### src/rtl/stxd_pkg.sv
// Shared definitions for the store-conditional doubleword unit.
// Assumes a 32-bit word and a 64-bit doubleword write.
package stxd_pkg;

    localparam int unsigned WORD_W   = 32;
    localparam int unsigned DWORD_W  = 2 * WORD_W;
    localparam int unsigned DW_BYTES = DWORD_W / 8;

    // Sequencer state of the store-conditional
    typedef enum logic [1:0] {
        ST_IDLE  = 2'd0,
        ST_DRAIN = 2'd1,
        ST_REQ   = 2'd2,
        ST_RESP  = 2'd3
    } stxd_state_e;

    // Outcome decided when an operation is accepted
    typedef enum logic [1:0] {
        DEC_WRITE = 2'd0,
        DEC_FAIL  = 2'd1,
        DEC_ALIGN = 2'd2
    } stxd_decision_e;

endpackage

### src/rtl/stxd_monitor.sv
// Local reservation tracker.
// Holds an armed bit, a tagged address and a byte count. A load-exclusive
// arms it, and a clear (explicit or from an accepted store) disarms it.
// Clear has priority over arm. The probe reports a hit only when the tracker
// is armed, the tag matches and the recorded count equals the doubleword size.
module stxd_monitor #(
    parameter int unsigned ADDR_W  = 32,
    parameter int unsigned SIZE_W  = 4,
    parameter int unsigned DW_SIZE = 8
) (
    input  logic              clk,
    input  logic              rst_n,
    input  logic              arm_i,
    input  logic [ADDR_W-1:0] arm_addr_i,
    input  logic [SIZE_W-1:0] arm_size_i,
    input  logic              clear_i,
    input  logic [ADDR_W-1:0] probe_addr_i,
    output logic              hit_o
);

    localparam logic [SIZE_W-1:0] DW_SIZE_V = SIZE_W'(DW_SIZE);

    logic              armed_q;
    logic [ADDR_W-1:0] tag_q;
    logic [SIZE_W-1:0] size_q;

    // Arm state: clear wins over a simultaneous arm
    always_ff @(posedge clk) begin
        if (!rst_n) begin
            armed_q <= 1'b0;
        end else if (clear_i) begin
            armed_q <= 1'b0;
        end else if (arm_i) begin
            armed_q <= 1'b1;
        end
    end

    // Tag and size capture on an arm pulse
    always_ff @(posedge clk) begin
        if (!rst_n) begin
            tag_q  <= '0;
            size_q <= '0;
        end else if (arm_i && !clear_i) begin
            tag_q  <= arm_addr_i;
            size_q <= arm_size_i;
        end
    end

    // Probe compare against the store address and doubleword size
    always_comb begin
        hit_o = armed_q && (tag_q == probe_addr_i) && (size_q == DW_SIZE_V);
    end

    AST_MON_CLEAR_WINS: assert property (@(posedge clk) disable iff (!rst_n)
        clear_i |=> !armed_q);
    AST_MON_ARM_SETS: assert property (@(posedge clk) disable iff (!rst_n)
        (arm_i && !clear_i) |=> armed_q);

endmodule

### src/rtl/stxd_pack.sv
// Doubleword assembly and alignment check.
// Places the first word at the base address and the second at base+4,
// which means the packing order swaps with the endianness mode.
// Flags an address whose low ALIGN_BITS bits are not zero.
module stxd_pack #(
    parameter int unsigned WORD_W     = 32,
    parameter int unsigned ADDR_W     = 32,
    parameter int unsigned ALIGN_BITS = 2
) (
    input  logic                  big_endian_i,
    input  logic [WORD_W-1:0]     first_i,
    input  logic [WORD_W-1:0]     second_i,
    input  logic [ADDR_W-1:0]     addr_i,
    output logic [2*WORD_W-1:0]   dword_o,
    output logic                  misaligned_o
);

    // Word packing by endianness
    always_comb begin
        if (big_endian_i) begin
            dword_o = {first_i, second_i};
        end else begin
            dword_o = {second_i, first_i};
        end
    end

    // Word alignment test on the low address bits
    generate
        if (ALIGN_BITS == 0) begin : g_no_align
            assign misaligned_o = 1'b0;
        end else begin : g_align
            assign misaligned_o = |addr_i[ALIGN_BITS-1:0];
        end
    endgenerate

endmodule

### src/rtl/stxd_ctrl.sv
// Store-conditional sequencer.
// Accepts start only when idle and decides the outcome from the reservation
// hit, the alignment test and the fault configuration. Write outcomes wait for
// the drain signal, hold a valid/ready request and then wait for one response.
// All completion outputs are registered and last one cycle with done.
module stxd_ctrl
    import stxd_pkg::*;
#(
    parameter int unsigned ADDR_W   = 32,
    parameter int unsigned DATA_W   = 64,
    parameter int unsigned STATUS_W = 32
) (
    input  logic                clk,
    input  logic                rst_n,
    input  logic                start_i,
    input  logic                hit_i,
    input  logic                misaligned_i,
    input  logic                fault_cfg_i,
    input  logic [ADDR_W-1:0]   addr_i,
    input  logic [DATA_W-1:0]   dword_i,
    input  logic                drained_i,
    input  logic                req_ready_i,
    input  logic                resp_valid_i,
    input  logic                resp_err_i,
    output logic                accept_o,
    output logic                busy_o,
    output logic                done_o,
    output logic [STATUS_W-1:0] status_o,
    output logic                status_we_o,
    output logic                abort_align_o,
    output logic                abort_bus_o,
    output logic                req_valid_o,
    output logic [ADDR_W-1:0]   req_addr_o,
    output logic [DATA_W-1:0]   req_data_o
);

    stxd_state_e     state_q, state_d;
    stxd_decision_e  decision;
    logic [ADDR_W-1:0] addr_q;
    logic [DATA_W-1:0] data_q;

    // Start is taken only from the idle state
    always_comb begin
        accept_o = start_i && (state_q == ST_IDLE);
    end

    // Outcome decision from reservation hit, alignment and fault setting
    always_comb begin
        if (misaligned_i && (hit_i || fault_cfg_i)) begin
            decision = DEC_ALIGN;
        end else if (hit_i && !misaligned_i) begin
            decision = DEC_WRITE;
        end else begin
            decision = DEC_FAIL;
        end
    end

    // Next-state logic of the sequencer
    always_comb begin
        state_d = state_q;
        unique case (state_q)
            ST_IDLE:  if (accept_o && decision == DEC_WRITE) state_d = ST_DRAIN;
            ST_DRAIN: if (drained_i) state_d = ST_REQ;
            ST_REQ:   if (req_ready_i) state_d = ST_RESP;
            ST_RESP:  if (resp_valid_i) state_d = ST_IDLE;
            default:  state_d = ST_IDLE;
        endcase
    end

    // State register
    always_ff @(posedge clk) begin
        if (!rst_n) begin
            state_q <= ST_IDLE;
        end else begin
            state_q <= state_d;
        end
    end

    // Capture address and data when an operation is accepted
    always_ff @(posedge clk) begin
        if (!rst_n) begin
            addr_q <= '0;
            data_q <= '0;
        end else if (accept_o) begin
            addr_q <= addr_i;
            data_q <= dword_i;
        end
    end

    // Registered completion pulse, status and abort flags
    always_ff @(posedge clk) begin
        if (!rst_n) begin
            done_o        <= 1'b0;
            status_o      <= '0;
            status_we_o   <= 1'b0;
            abort_align_o <= 1'b0;
            abort_bus_o   <= 1'b0;
        end else begin
            done_o        <= 1'b0;
            status_we_o   <= 1'b0;
            abort_align_o <= 1'b0;
            abort_bus_o   <= 1'b0;
            if (accept_o && decision == DEC_FAIL) begin
                done_o      <= 1'b1;
                status_o    <= STATUS_W'(1);
                status_we_o <= 1'b1;
            end else if (accept_o && decision == DEC_ALIGN) begin
                done_o        <= 1'b1;
                abort_align_o <= 1'b1;
            end else if (state_q == ST_RESP && resp_valid_i) begin
                done_o <= 1'b1;
                if (resp_err_i) begin
                    abort_bus_o <= 1'b1;
                end else begin
                    status_o    <= '0;
                    status_we_o <= 1'b1;
                end
            end
        end
    end

    // Request and busy outputs from the sequencer state
    always_comb begin
        busy_o      = (state_q != ST_IDLE);
        req_valid_o = (state_q == ST_REQ);
        req_addr_o  = addr_q;
        req_data_o  = data_q;
    end

    AST_WE_EXCLUDES_ABORT: assert property (@(posedge clk) disable iff (!rst_n)
        status_we_o |-> !(abort_align_o || abort_bus_o));
    AST_REQ_STABLE: assert property (@(posedge clk) disable iff (!rst_n)
        (req_valid_o && !req_ready_i) |=> (req_valid_o && $stable(req_addr_o) && $stable(req_data_o)));
    AST_REQ_AFTER_DRAIN: assert property (@(posedge clk) disable iff (!rst_n)
        $rose(req_valid_o) |-> $past(drained_i));
    AST_ZERO_STATUS_AFTER_RESP: assert property (@(posedge clk) disable iff (!rst_n)
        (status_we_o && status_o == '0) |-> $past(resp_valid_i && !resp_err_i));
    AST_BUSY_BLOCKS_ACCEPT: assert property (@(posedge clk) disable iff (!rst_n)
        busy_o |-> !accept_o);

endmodule

### src/rtl/stxd_unit.sv
// Store-conditional doubleword unit, top level.
// Connects the reservation tracker, the doubleword packer and the sequencer.
// The tracker is probed with the live base address at start and is disarmed
// by every accepted start and by the external clear.
module stxd_unit #(
    parameter int unsigned ADDR_W     = 32,
    parameter int unsigned WORD_W     = 32,
    parameter int unsigned SIZE_W     = 4,
    parameter int unsigned ALIGN_BITS = 2
) (
    input  logic                  clk,
    input  logic                  rst_n,
    input  logic                  fault_on_fail_misaligned,
    input  logic                  big_endian,
    input  logic                  ldx_valid,
    input  logic [ADDR_W-1:0]     ldx_addr,
    input  logic [SIZE_W-1:0]     ldx_size,
    input  logic                  mon_clear,
    input  logic                  start,
    input  logic [ADDR_W-1:0]     base_addr,
    input  logic [WORD_W-1:0]     word_first,
    input  logic [WORD_W-1:0]     word_second,
    input  logic                  stores_drained,
    output logic                  busy,
    output logic                  done,
    output logic [WORD_W-1:0]     status_word,
    output logic                  status_we,
    output logic                  abort_align,
    output logic                  abort_bus,
    output logic                  mem_req_valid,
    output logic [ADDR_W-1:0]     mem_req_addr,
    output logic [2*WORD_W-1:0]   mem_req_data,
    input  logic                  mem_req_ready,
    input  logic                  mem_resp_valid,
    input  logic                  mem_resp_err
);

    localparam int unsigned DWORD_W = 2 * WORD_W;
    localparam int unsigned DW_SIZE = DWORD_W / 8;

    logic               hit;
    logic               misaligned;
    logic               accept;
    logic               clear_any;
    logic [DWORD_W-1:0] dword;

    // Tracker disarm on external clear or any accepted store
    always_comb begin
        clear_any = mon_clear || accept;
    end

    stxd_monitor #(
        .ADDR_W  (ADDR_W),
        .SIZE_W  (SIZE_W),
        .DW_SIZE (DW_SIZE)
    ) u_monitor (
        .clk          (clk),
        .rst_n        (rst_n),
        .arm_i        (ldx_valid),
        .arm_addr_i   (ldx_addr),
        .arm_size_i   (ldx_size),
        .clear_i      (clear_any),
        .probe_addr_i (base_addr),
        .hit_o        (hit)
    );

    stxd_pack #(
        .WORD_W     (WORD_W),
        .ADDR_W     (ADDR_W),
        .ALIGN_BITS (ALIGN_BITS)
    ) u_pack (
        .big_endian_i (big_endian),
        .first_i      (word_first),
        .second_i     (word_second),
        .addr_i       (base_addr),
        .dword_o      (dword),
        .misaligned_o (misaligned)
    );

    stxd_ctrl #(
        .ADDR_W   (ADDR_W),
        .DATA_W   (DWORD_W),
        .STATUS_W (WORD_W)
    ) u_ctrl (
        .clk           (clk),
        .rst_n         (rst_n),
        .start_i       (start),
        .hit_i         (hit),
        .misaligned_i  (misaligned),
        .fault_cfg_i   (fault_on_fail_misaligned),
        .addr_i        (base_addr),
        .dword_i       (dword),
        .drained_i     (stores_drained),
        .req_ready_i   (mem_req_ready),
        .resp_valid_i  (mem_resp_valid),
        .resp_err_i    (mem_resp_err),
        .accept_o      (accept),
        .busy_o        (busy),
        .done_o        (done),
        .status_o      (status_word),
        .status_we_o   (status_we),
        .abort_align_o (abort_align),
        .abort_bus_o   (abort_bus),
        .req_valid_o   (mem_req_valid),
        .req_addr_o    (mem_req_addr),
        .req_data_o    (mem_req_data)
    );

    AST_REQ_ALIGNED: assert property (@(posedge clk) disable iff (!rst_n)
        mem_req_valid |-> (mem_req_addr[ALIGN_BITS-1:0] == '0));
    AST_ABORT_ONLY_WITH_DONE: assert property (@(posedge clk) disable iff (!rst_n)
        (abort_align || abort_bus || status_we) |-> done);

endmodule

### config.mk
export PLATFORM = sky130hd
export DESIGN_NAME = stxd_unit
export DESIGN_NICKNAME = d
export VERILOG_FILES = /design/src/rtl/stxd_pkg.sv /design/src/rtl/stxd_monitor.sv /design/src/rtl/stxd_pack.sv /design/src/rtl/stxd_ctrl.sv /design/src/rtl/stxd_unit.sv
export SDC_FILE = /design/constraint.sdc
export NUM_CORES = 1
export LEC_CHECK = 0
export BUFFER_PORTS_ARGS = -buffer_cell sky130_fd_sc_hd__buf_2
export CAP_MARGIN = 20
export CORE_MARGIN = 2
export CORE_UTILIZATION = 30
export CTS_BUF_LIST = sky130_fd_sc_hd__clkbuf_4 sky130_fd_sc_hd__clkbuf_8
export CTS_CLUSTER_DIAMETER = 30
export DETAILED_ROUTE_END_ITERATION = 16
export PLACE_DENSITY = 0.53
export SYNTH_ARGS = -nofsm -noshare
export SYNTH_HDL_FRONTEND = slang
export SYNTH_HIERARCHICAL = 1
export SYNTH_SLANG_ARGS = --single-unit
### constraint.sdc
create_clock -name clk -period 5.1 [get_ports clk]
set_input_delay 1.02 -clock clk [delete_from_list [all_inputs] [get_ports clk]]
set_output_delay 1.02 -clock clk [all_outputs]
set_load 0.05 [all_outputs]
==> flow_metrics.tcl, run 1 <==
set metrics [dict create \
    fin_nets 1136 \
    hp-class "reg2reg" \
    synth_cell_types 39 \
    crit_family "simple AND/OR/NAND/NOR gates" \
    grt_pass1_vias 5332 \
    cp.required_ps 5470 \
    synth_warnings 6 \
    cts.reportedPaths.clkPinSlew_ps 90 \
    design_area_mm2 0.00861 \
    power_mw 2.77 \
    cts_resized 0 \
    drt-total-wl_um 20100 \
    place_area_mm2 0.00816 \
    rows 55 \
    critical_path_class "in2reg" \
    track_usage 0.162 \
    finalHoldViolCount 0 \
    syn_area_mm2 0.00698 \
    root_buffer "clkbuf_8" \
    wire_per_inst_um 15.6 \
    drt_first_iter_violations 215 \
    grtUsageMet3 0.0620 \
    initial_core_util 0.307 \
    grt_util_met1 0.210 \
    tritoncts "done" \
    worstSkewPairLatency_ps 460 \
    fin_skew_ps 22.5 \
    slew-limit-headroom 0.373 \
    core_mm2 0.0227 \
    powerDensity_mw_per_mm2 322 \
    cts_buffers 17 \
    setup_viol 0 \
    worstPathCellList "buf_2 -> xor2_1 -> nor4_1 -> nand4_1 -> nor4_2 -> nand3b_1 -> a2111oi_4 -> mux2i_1" \
    num_vias 5774 \
    critPathBufInv 1 \
    synth-async-reset-ratio 0 \
    grtUsageMet2 0.252 \
    die_x_um 157 \
    grt_pass1_wl_um 30400 \
    cp_max_fo 4 \
    synthTopCellsByCount "270 x nand2_1, 140 x dfxtp_1, 118 x a21boi_1" \
    antenna_left 0 \
    syn_inst 768 \
    busiest_layer "met2" \
    worst_pin_slew_ps 941 \
    period_minus_slack_ps 2870 \
    antenna_found_initial 4 \
    area_delta_synth_final_pct 23.3 \
    synth.ff_latch_count 140 \
    slew_violations 0 \
    clockBufferDepth 2 \
    yosysSeqAreaShare 0.402 \
    io_buffers 245 \
    grt_max_degree 107 \
    htree_levels 4 \
    synth_edf_count 0 \
    vias_per_cell 4.49 \
    fmax_mhz 348 \
    synth_top_area_cell "dfxtp_1" \
    ys_top_cells_by_area "dfxtp_1 40%, nand2_1 15%, mux2_4 13%" \
    clkSinkCount 140 \
    cts.hold.buffers_added 0 \
    status "finished, final reports clean" \
    end_kind "register" \
    critical-path-max-stage-delay_ps 460 \
    vdd_ir_drop_max_mv 0.159 \
    final.setup.tns_ps 0 \
    dpl.hpwl_um 14400 \
    post-route-period-util 0.563 \
    die-area_mm2 0.0245 \
    place_congestion 0.773 \
    synthFlopType "dfxtp_1" \
    die_y_um 157 \
    syn_area_per_cell_um2 9.09 \
    rsz0062_at_grt "false" \
    drive_above_1_share 0.355 \
    cp.arrival_ps 3240 \
    yosysMostFrequentCell "nand2_1" \
    grt_remaining_overflow 0 \
    critPathLaunchType "primary input" \
    drc 0 \
    io_pins 277 \
    crit_slowest_cell "nor4_1" \
    cap_violations 0 \
    postCtsSetupBuffers 0 \
    first_pass_iters 4 \
    synth_top_area_share 0.402 \
    leakagePower_nw 4.09 \
    nFillCells 2468 \
]
## placed cells by master, fill, tap and decap left out, types with 5 or more instances in the layout
cell	count
ha_1	5
clkbuf_8	18
nor4_1	7
xor2_1	28
nand2_1	270
dfxtp_1	140
conb_1	31
buf_4	9
a21boi_0	14
a21boi_1	118
buf_2	243
mux2_4	60
## path summary, 6_finish.rpt
| kind | slack, ps | start | cells past startpoint | endpoint |
|---|---|---|---|---|
| setup / recovery | 2230 | base_addr[26] | 8 | u_ctrl/state_q[1] |
| hold / removal | 450 | u_ctrl/req_data_o[55] | 2 | u_ctrl/req_data_o[55] |
| setup reg to reg | 2470 | u_ctrl/state_q[0] | 8 | u_ctrl/req_data_o[50] |
| hold reg to reg | 450 | u_ctrl/req_data_o[55] | 2 | u_ctrl/req_data_o[55] |
## through the flow
step                hold WS (ps)  instances  setup WS [ps]   util
floorplan                    435        798           2380      -
global placement             439       1254           1770  0.360
detailed placement           441       1254           1740  0.360
CTS                          455       1285           2210  0.379
global route                 469       1285           2050  0.379
finish                       451       1287           2230  0.379
## state kept, by name (all words and copies together), names as in the netlist
name,cells
u_ctrl/done_o,1
u_monitor/armed_q,1
u_ctrl/req_addr_o,32
u_monitor/tag_q,32
u_ctrl/state_q,2
u_ctrl/req_data_o,64
u_ctrl/abort_align_o,1
u_ctrl/status_we_o,1
u_ctrl/status_o,1
u_monitor/size_q,4
u_ctrl/abort_bus_o,1
## final cells by class
class	count	area (µm²)	share of cell area
multi-input combinational	572	3700	0.430
sequential	140	2800	0.326
timing repair buffer	252	1280	0.149
tap	285	357	0.0414
clock buffer	18	248	0.0288
clock inverter	13	190	0.0221
inverter	5	20.0	0.00233
antenna	2	5.00	0.000581
## worst register-to-register path, delay by kind of cell, from the launching register on
kind | cells | cell delay [ps]
buffers and inverters | 4 | 1350
and+or+nand+nor | 2 | 420
DFF | 1 | 340
adders and majority gates | 1 | 290
AOI/OAI and AO/OA | 1 | 160
## cells by family (layout without fill, tap and decap cells)
group,after synthesis,after routing,synth area share
AOI/OAI and AO/OA,141,141,0.155
xor gates and xnor gates,32,32,0.0402
adders and majority gates,5,5,0.00896
buffers and inverters,86,288,0.0855
DFF,140,140,0.402
muxes,66,66,0.138
other,1,33,0.000537
and+or+nand+nor,297,297,0.170
## routing by layer
layer | routed length [µm] | vias up
met5 | 30 | -
met1 | 9200 | 2665
li1 | - | 2899
met3 | 1660 | 22
met2 | 8990 | 184
met4 | 238 | 4
## report_power, final
part	switching, mW	internal, mW
Sequential	0.0283	1.15
Combinational	0.387	0.191
Clock	0.469	0.547
Total	0.884	1.89
(Power assumes the default switching activity.)
==> run 2: changes to the inputs <==
==> constraint.sdc (replaced) <==
create_clock -name clk -period 2.75 [get_ports clk]
set_input_delay 0.55 -clock clk [delete_from_list [all_inputs] [get_ports clk]]
set_output_delay 0.55 -clock clk [all_outputs]
set_load 0.05 [all_outputs]
==> run 2 against run 1 <==
  * Clock power up 63%
  * Flip-flop and latch count unchanged
  * Die area unchanged
  * Count of clock-buffer cells in the layout did not move
  * Via count decreased by 0.12%
  * Worst hold slack got worse by 120 ps
  * Largest cell class unchanged
  * First-iteration DRC count up 13%
  * Non-clock buffer count up 5
  * Final area is 0.35% higher
  * Clock skew decreased by 9.9 ps
  * Register-to-register slack lost 2100 ps
==> flow_metrics.tcl, run 2 (synthesis gave the netlist of run 1 again) <==
set metrics [dict create \
    slew-limit-headroom 0.637 \
    die_y_um 157 \
    setup_ws_ps 378 \
    die-area_mm2 0.0245 \
    area_delta_synth_final_pct 23.7 \
    crit_slowest_cell "a2111oi_4" \
    worstSkewPairLatency_ps 440 \
    num_vias 5767 \
    leakagePower_nw 4.10 \
    antenna_left 0 \
    finalHoldViolCount 0 \
    cts.hold.buffers_added 0 \
    critical-path-max-stage-delay_ps 420 \
    drive_above_1_share 0.358 \
    post-route-period-util 0.862 \
    hp-class "in2reg" \
    cp_max_fo 4 \
    fin_nets 1141 \
    drc 0 \
    final.setup.tns_ps 0 \
    cap_violations 0 \
    clockBufferDepth 2 \
    dpl.hpwl_um 14400 \
    postCtsSetupBuffers 0 \
    grt_pass1_vias 5335 \
    io_pins 277 \
    multi_input_area_mm2 0.00370 \
    rows 55 \
    slew_violations 0 \
    die_x_um 157 \
    fin_skew_ps 12.6 \
    io_buffers 245 \
    end_kind "register" \
    largest_register_ffs 64 \
    root_buffer "clkbuf_8" \
    vdd_ir_drop_max_mv 0.298 \
    drt-total-wl_um 20100 \
    cts_resized 0 \
    worst_pin_slew_ps 544 \
    wire_per_inst_um 15.6 \
    setup_viol 0 \
    fmax_mhz 422 \
    critical_path_class "reg2reg" \
    first_pass_iters 5 \
    powerDensity_mw_per_mm2 571 \
    period_minus_slack_ps 2370 \
    pre_cts_slack_ps 63.0 \
    power_mw 4.93 \
    grt_pass1_wl_um 30300 \
    place_congestion 0.761 \
    grt_remaining_overflow 0 \
    core_mm2 0.0227 \
    clkSinkCount 140 \
    cts_buffers 17 \
    initial_core_util 0.307 \
    cp.arrival_ps 2740 \
    critPathLaunchType "register" \
    final_common_cell "nand2_1" \
    nFillCells 2418 \
    track_usage 0.161 \
    grt_max_degree 100 \
    final_cells 1292 \
    final_cell_mix "270 x nand2_1, 243 x buf_2, 140 x dfxtp_1" \
    antenna_found_initial 2 \
    drt_first_iter_violations 243 \
    post-route-util 0.380 \
    status "finished, final reports clean" \
    rsz0062_at_grt "false" \
    ff_latch_area_mm2 0.00280 \
    worstPathCellList "xor2_1 -> nor4_1 -> nand3_1 -> nor4_2 -> buf_4 -> nand3b_1 -> a2111oi_4 -> mux2i_1" \
    cp.required_ps 3120 \
    cts.reportedPaths.clkPinSlew_ps 100 \
    dp_cells 1259 \
    vias_per_cell 4.46 \
    htree_levels 4 \
    tritoncts "done" \
]
==> run 2: cell types whose count changed in the layout (fill, tap and decap cells not counted), sizes merged <==
cell	delta
buf	+5
inv	+6
clkinv	-3
bufinv	-3
==> run 2: path summary, 6_finish.rpt <==
kind	depth (start not counted)	endpoint	from	slack, ps
hold / removal	3	u_monitor/tag_q[12]	ldx_addr[12]	330
setup / recovery	8	u_ctrl/state_q[1]	u_monitor/tag_q[10]	380
setup reg to reg	8	u_ctrl/state_q[1]	u_monitor/tag_q[10]	380
hold reg to reg	2	u_ctrl/req_addr_o[1]	u_ctrl/req_addr_o[1]	450
==> run 2: metal layers <==
metal / up-vias / track usage / wire length (µm)
met3: 12 / 0.0618 / 1750
met2: 209 / 0.255 / 8910
li1: 2910 / - / -
met5: - / 0 / 13
met4: 2 / 0.0345 / 122
met1: 2634 / 0.208 / 9330
==> run 2: area by class of cell <==
cell class,instances,share of cell area
Timing Repair Buffer,257,0.159
Sequential cell,140,0.324
Inverter,5,0.00232
Antenna cell,2,0.000579
Multi-Input combinational cell,572,0.429
Clock buffer,18,0.0287
Tap cell,285,0.0413
Clock inverter,13,0.0154
==> run 2: stage by stage <==
stage	cell area [µm²]	hold WS (ps)
floorplan	7090	435
global placement	8250	437
detailed placement	8250	442
CTS	8630	296
global route	8630	286
finish	8640	335
==> run 2: where the power goes <==
group / switching (mW) / total [mW] / internal [mW]
registers: 0.0533 / 2.18 / 2.13
clock network: 0.903 / 1.66 / 0.760
logic: 0.719 / 1.08 / 0.363
==> run 2: worst max-delay path, delay by kind of cell (launching register included) <==
kind / cells / cell delay [ps]
buf+inv: 1 / 180
simple gates: 4 / 970
xor+xnor: 1 / 150
compound gates: 1 / 420
flops: 1 / 330
mux: 1 / 220
==> run 3: changes to the inputs <==
--- a/config.mk
+++ b/config.mk
@@ -5,6 +5,7 @@
 export SDC_FILE = /design/constraint.sdc
 export NUM_CORES = 1
 export LEC_CHECK = 0
+export ABC_AREA = 1
 export BUFFER_PORTS_ARGS = -buffer_cell sky130_fd_sc_hd__buf_2
 export CAP_MARGIN = 20
 export CORE_MARGIN = 2
==> run 3 against run 2 <==
  * Flip-flop and latch count unchanged
  * Combinational power increased to 3.3 times the previous value
  * Routed wire length decreased by 0.50%
  * Synthesized cell count increased by 30%
  * Critical path type unchanged
==> flow_metrics.tcl, run 3 <==
set metrics [dict create \
    wire_per_inst_um 13.3 \
    rows 54 \
    core_mm2 0.0218 \
    crit_slowest_cell "inv_2" \
    clkSinkCount 140 \
    first_pass_iters 4 \
    r2r_start "u_ctrl/state_q[0]" \
    nFillCells 2449 \
    cts.hold.buffers_added 0 \
    postCtsSetupBuffers 0 \
    cap_violations 0 \
    slew-limit-headroom 0.385 \
    leakagePower_nw 4.32 \
    syn_area_mm2 0.00664 \
    status "finished, final reports clean" \
    synthSimpleGateAreaFrac 0.305 \
    worstPathCellList "inv_1 -> ha_1 -> nand2_4 -> inv_4 -> inv_1 -> nand2_1 -> nor2_4 -> inv_2 -> o21ai_0 -> a21oi_1" \
    post-route-period-util 0.787 \
    whs_path_depth 3 \
    io_buffers 245 \
    synth_edf_count 0 \
    syn_area_per_cell_um2 6.65 \
    fin_nets 1363 \
    track_usage 0.168 \
    yosysSeqAreaShare 0.422 \
    grt_remaining_overflow 0 \
    grt_max_degree 97 \
    synthXorXnorAreaFrac 0.0106 \
    hold_end "u_monitor/size_q[1]" \
    ys_top_cells_by_area "dfxtp_1 42%, nand2_1 15%, nor2_1 14%" \
    synth_warnings 6 \
    hp-class "in2reg" \
    synthAdderAreaFrac 0.00942 \
    clockBufferDepth 2 \
    rr_endpoint "u_monitor/tag_q[3]" \
    setup_viol 0 \
    synth_top_area_cell "dfxtp_1" \
    post-route-util 0.379 \
    reg2reg_depth 10 \
    synthFlopType "dfxtp_1" \
    drive_above_1_share 0.240 \
    num_vias 6606 \
    critical_path_class "reg2reg" \
    final_cell_mix "270 x nand2_1, 251 x nor2_1, 244 x buf_2" \
    critPathBufInv 4 \
    worstSkewPairLatency_ps 440 \
    initial_core_util 0.305 \
    tritoncts "done" \
    yosysMostFrequentCell "nand2_1" \
    synth_top_area_share 0.422 \
    final_common_cell "nand2_1" \
    period_minus_slack_ps 2170 \
    grt_pass1_vias 5954 \
    critical-path-max-stage-delay_ps 660 \
    cp.arrival_ps 2530 \
    finalHoldViolCount 0 \
    fmax_mhz 462 \
    cp_max_fo 56 \
    synth_compound_area_frac 0.129 \
    crit_family "buffers and inverters" \
    worst_pin_slew_ps 922 \
    path_common_cell "inv_1" \
    area_delta_synth_final_pct 24.1 \
    cp.required_ps 3120 \
    synth_top_family_by_area "simple AND/OR/NAND/NOR gates" \
    vias_per_cell 4.37 \
    rsz0062_at_grt "false" \
    synthTopCellsByCount "270 x nand2_1, 251 x nor2_1, 140 x dfxtp_1" \
    antenna_found_initial 5 \
    synth-async-reset-ratio 0 \
    drt_first_iter_violations 293 \
    min_from "ldx_size[1]" \
    root_buffer "clkbuf_8" \
    synth.ff_latch_count 140 \
    die_x_um 153 \
    final.setup.tns_ps 0 \
    htree_levels 4 \
    place_congestion 0.778 \
    dpl.hpwl_um 14000 \
    antenna_left 0 \
    grt_pass1_wl_um 31500 \
    slew_violations 0 \
    drt-total-wl_um 20000 \
    cts.reportedPaths.clkPinSlew_ps 90 \
    syn_inst 998 \
    end_kind "register" \
    reg2reg_slack_ps 580 \
    largest_register_ffs 64 \
    vdd_ir_drop_max_mv 0.493 \
    drc 0 \
    die-area_mm2 0.0233 \
    io_pins 277 \
    die_y_um 153 \
    fin_skew_ps 17.0 \
    cts_buffers 17 \
    powerDensity_mw_per_mm2 966 \
    critPathLaunchType "register" \
    synth_cell_types 27 \
    synthMuxAreaShare 0 \
    cts_resized 0 \
]
-- run 3: cell count changes after synthesis, moves of 6 or more --
cell / delta
nor2_1: +250
xor2_1: -28
nor4_1: -7
nand3_1: +6
clkbuf_8: +6
buf_12: -6
o21ai_0: +100
o21ai_1: +36
a21oi_1: +25
inv_1: +51
a21boi_0: -14
mux2_4: -60
a21boi_1: -118
-- run 3: per-stage QoR --
step,cell area (µm²),setup WS (ps),power (mW),std cells,hold WS (ps)
after floorplan,6750,871,5.54,1028,442
after global placement,7840,538,6.31,1476,454
after detailed placement,7840,527,6.33,1476,459
after CTS,8230,566,8.07,1508,284
after global routing,8230,275,8.50,1508,285
final,8240,585,7.95,1511,322
-- run 3: worst reg2reg max path, stage by stage (launching register included) --
cell and delay, ps:
dfxtp_1 350, inv_1 110, ha_1 240, nand2_4 90, inv_4 100, inv_1 50, nand2_1 110, nor2_4 60
inv_2 660, o21ai_0 200, a21oi_1 150
-- run 3: logic make-up after synthesis --
group,Yosys count
compound gates,167
xor+xnor,8
fa+ha+maj,5
buf+inv,144
flops,140
other cells,1
simple gates,533
-- run 3: per-layer routing --
| metal | GRT usage | vias to the layer above | share of wire |
|---|---|---|---|
| met5 | 0 | - | 0.0017 |
| met4 | 0.0463 | 6 | 0.012 |
| met3 | 0.0603 | 21 | 0.072 |
| met2 | 0.261 | 190 | 0.44 |
| met1 | 0.221 | 2929 | 0.47 |
| li1 | - | 3460 | - |
-- run 3: how the worst max path moves through the flow --
stage / from / end / slack [ps] / cells past startpoint
CTS: u_ctrl/state_q[0] / u_monitor/tag_q[27] / 570 / 10
finish: u_ctrl/state_q[0] / u_monitor/tag_q[3] / 580 / 10
floorplan: u_ctrl/state_q[0] / u_monitor/tag_q[21] / 870 / 13
global placement: base_addr[27] / u_ctrl/status_o[0] / 540 / 12
global route: u_ctrl/state_q[0] / u_monitor/tag_q[9] / 270 / 10
detailed placement: base_addr[27] / u_ctrl/status_o[0] / 530 / 12
-- run 3: cell type report --
class | count | area (µm²) | share of cell area
inverter | 58 | 220 | 0.0267
clock buffer | 19 | 249 | 0.0302
antenna | 3 | 7.51 | 0.000911
timing repair buffer | 254 | 1330 | 0.162
sequential | 140 | 2800 | 0.340
multi-input combinational | 744 | 3130 | 0.380
clock inverter | 13 | 143 | 0.0173
tap | 280 | 350 | 0.0425
-- run 3: where the power goes --
part	internal, mW	switching [mW]	leakage, nW
Sequential	2.48	0.221	1.16
Clock	0.832	0.878	0.186
Combinational	0.844	2.70	2.98
Total	4.16	3.80	4.32
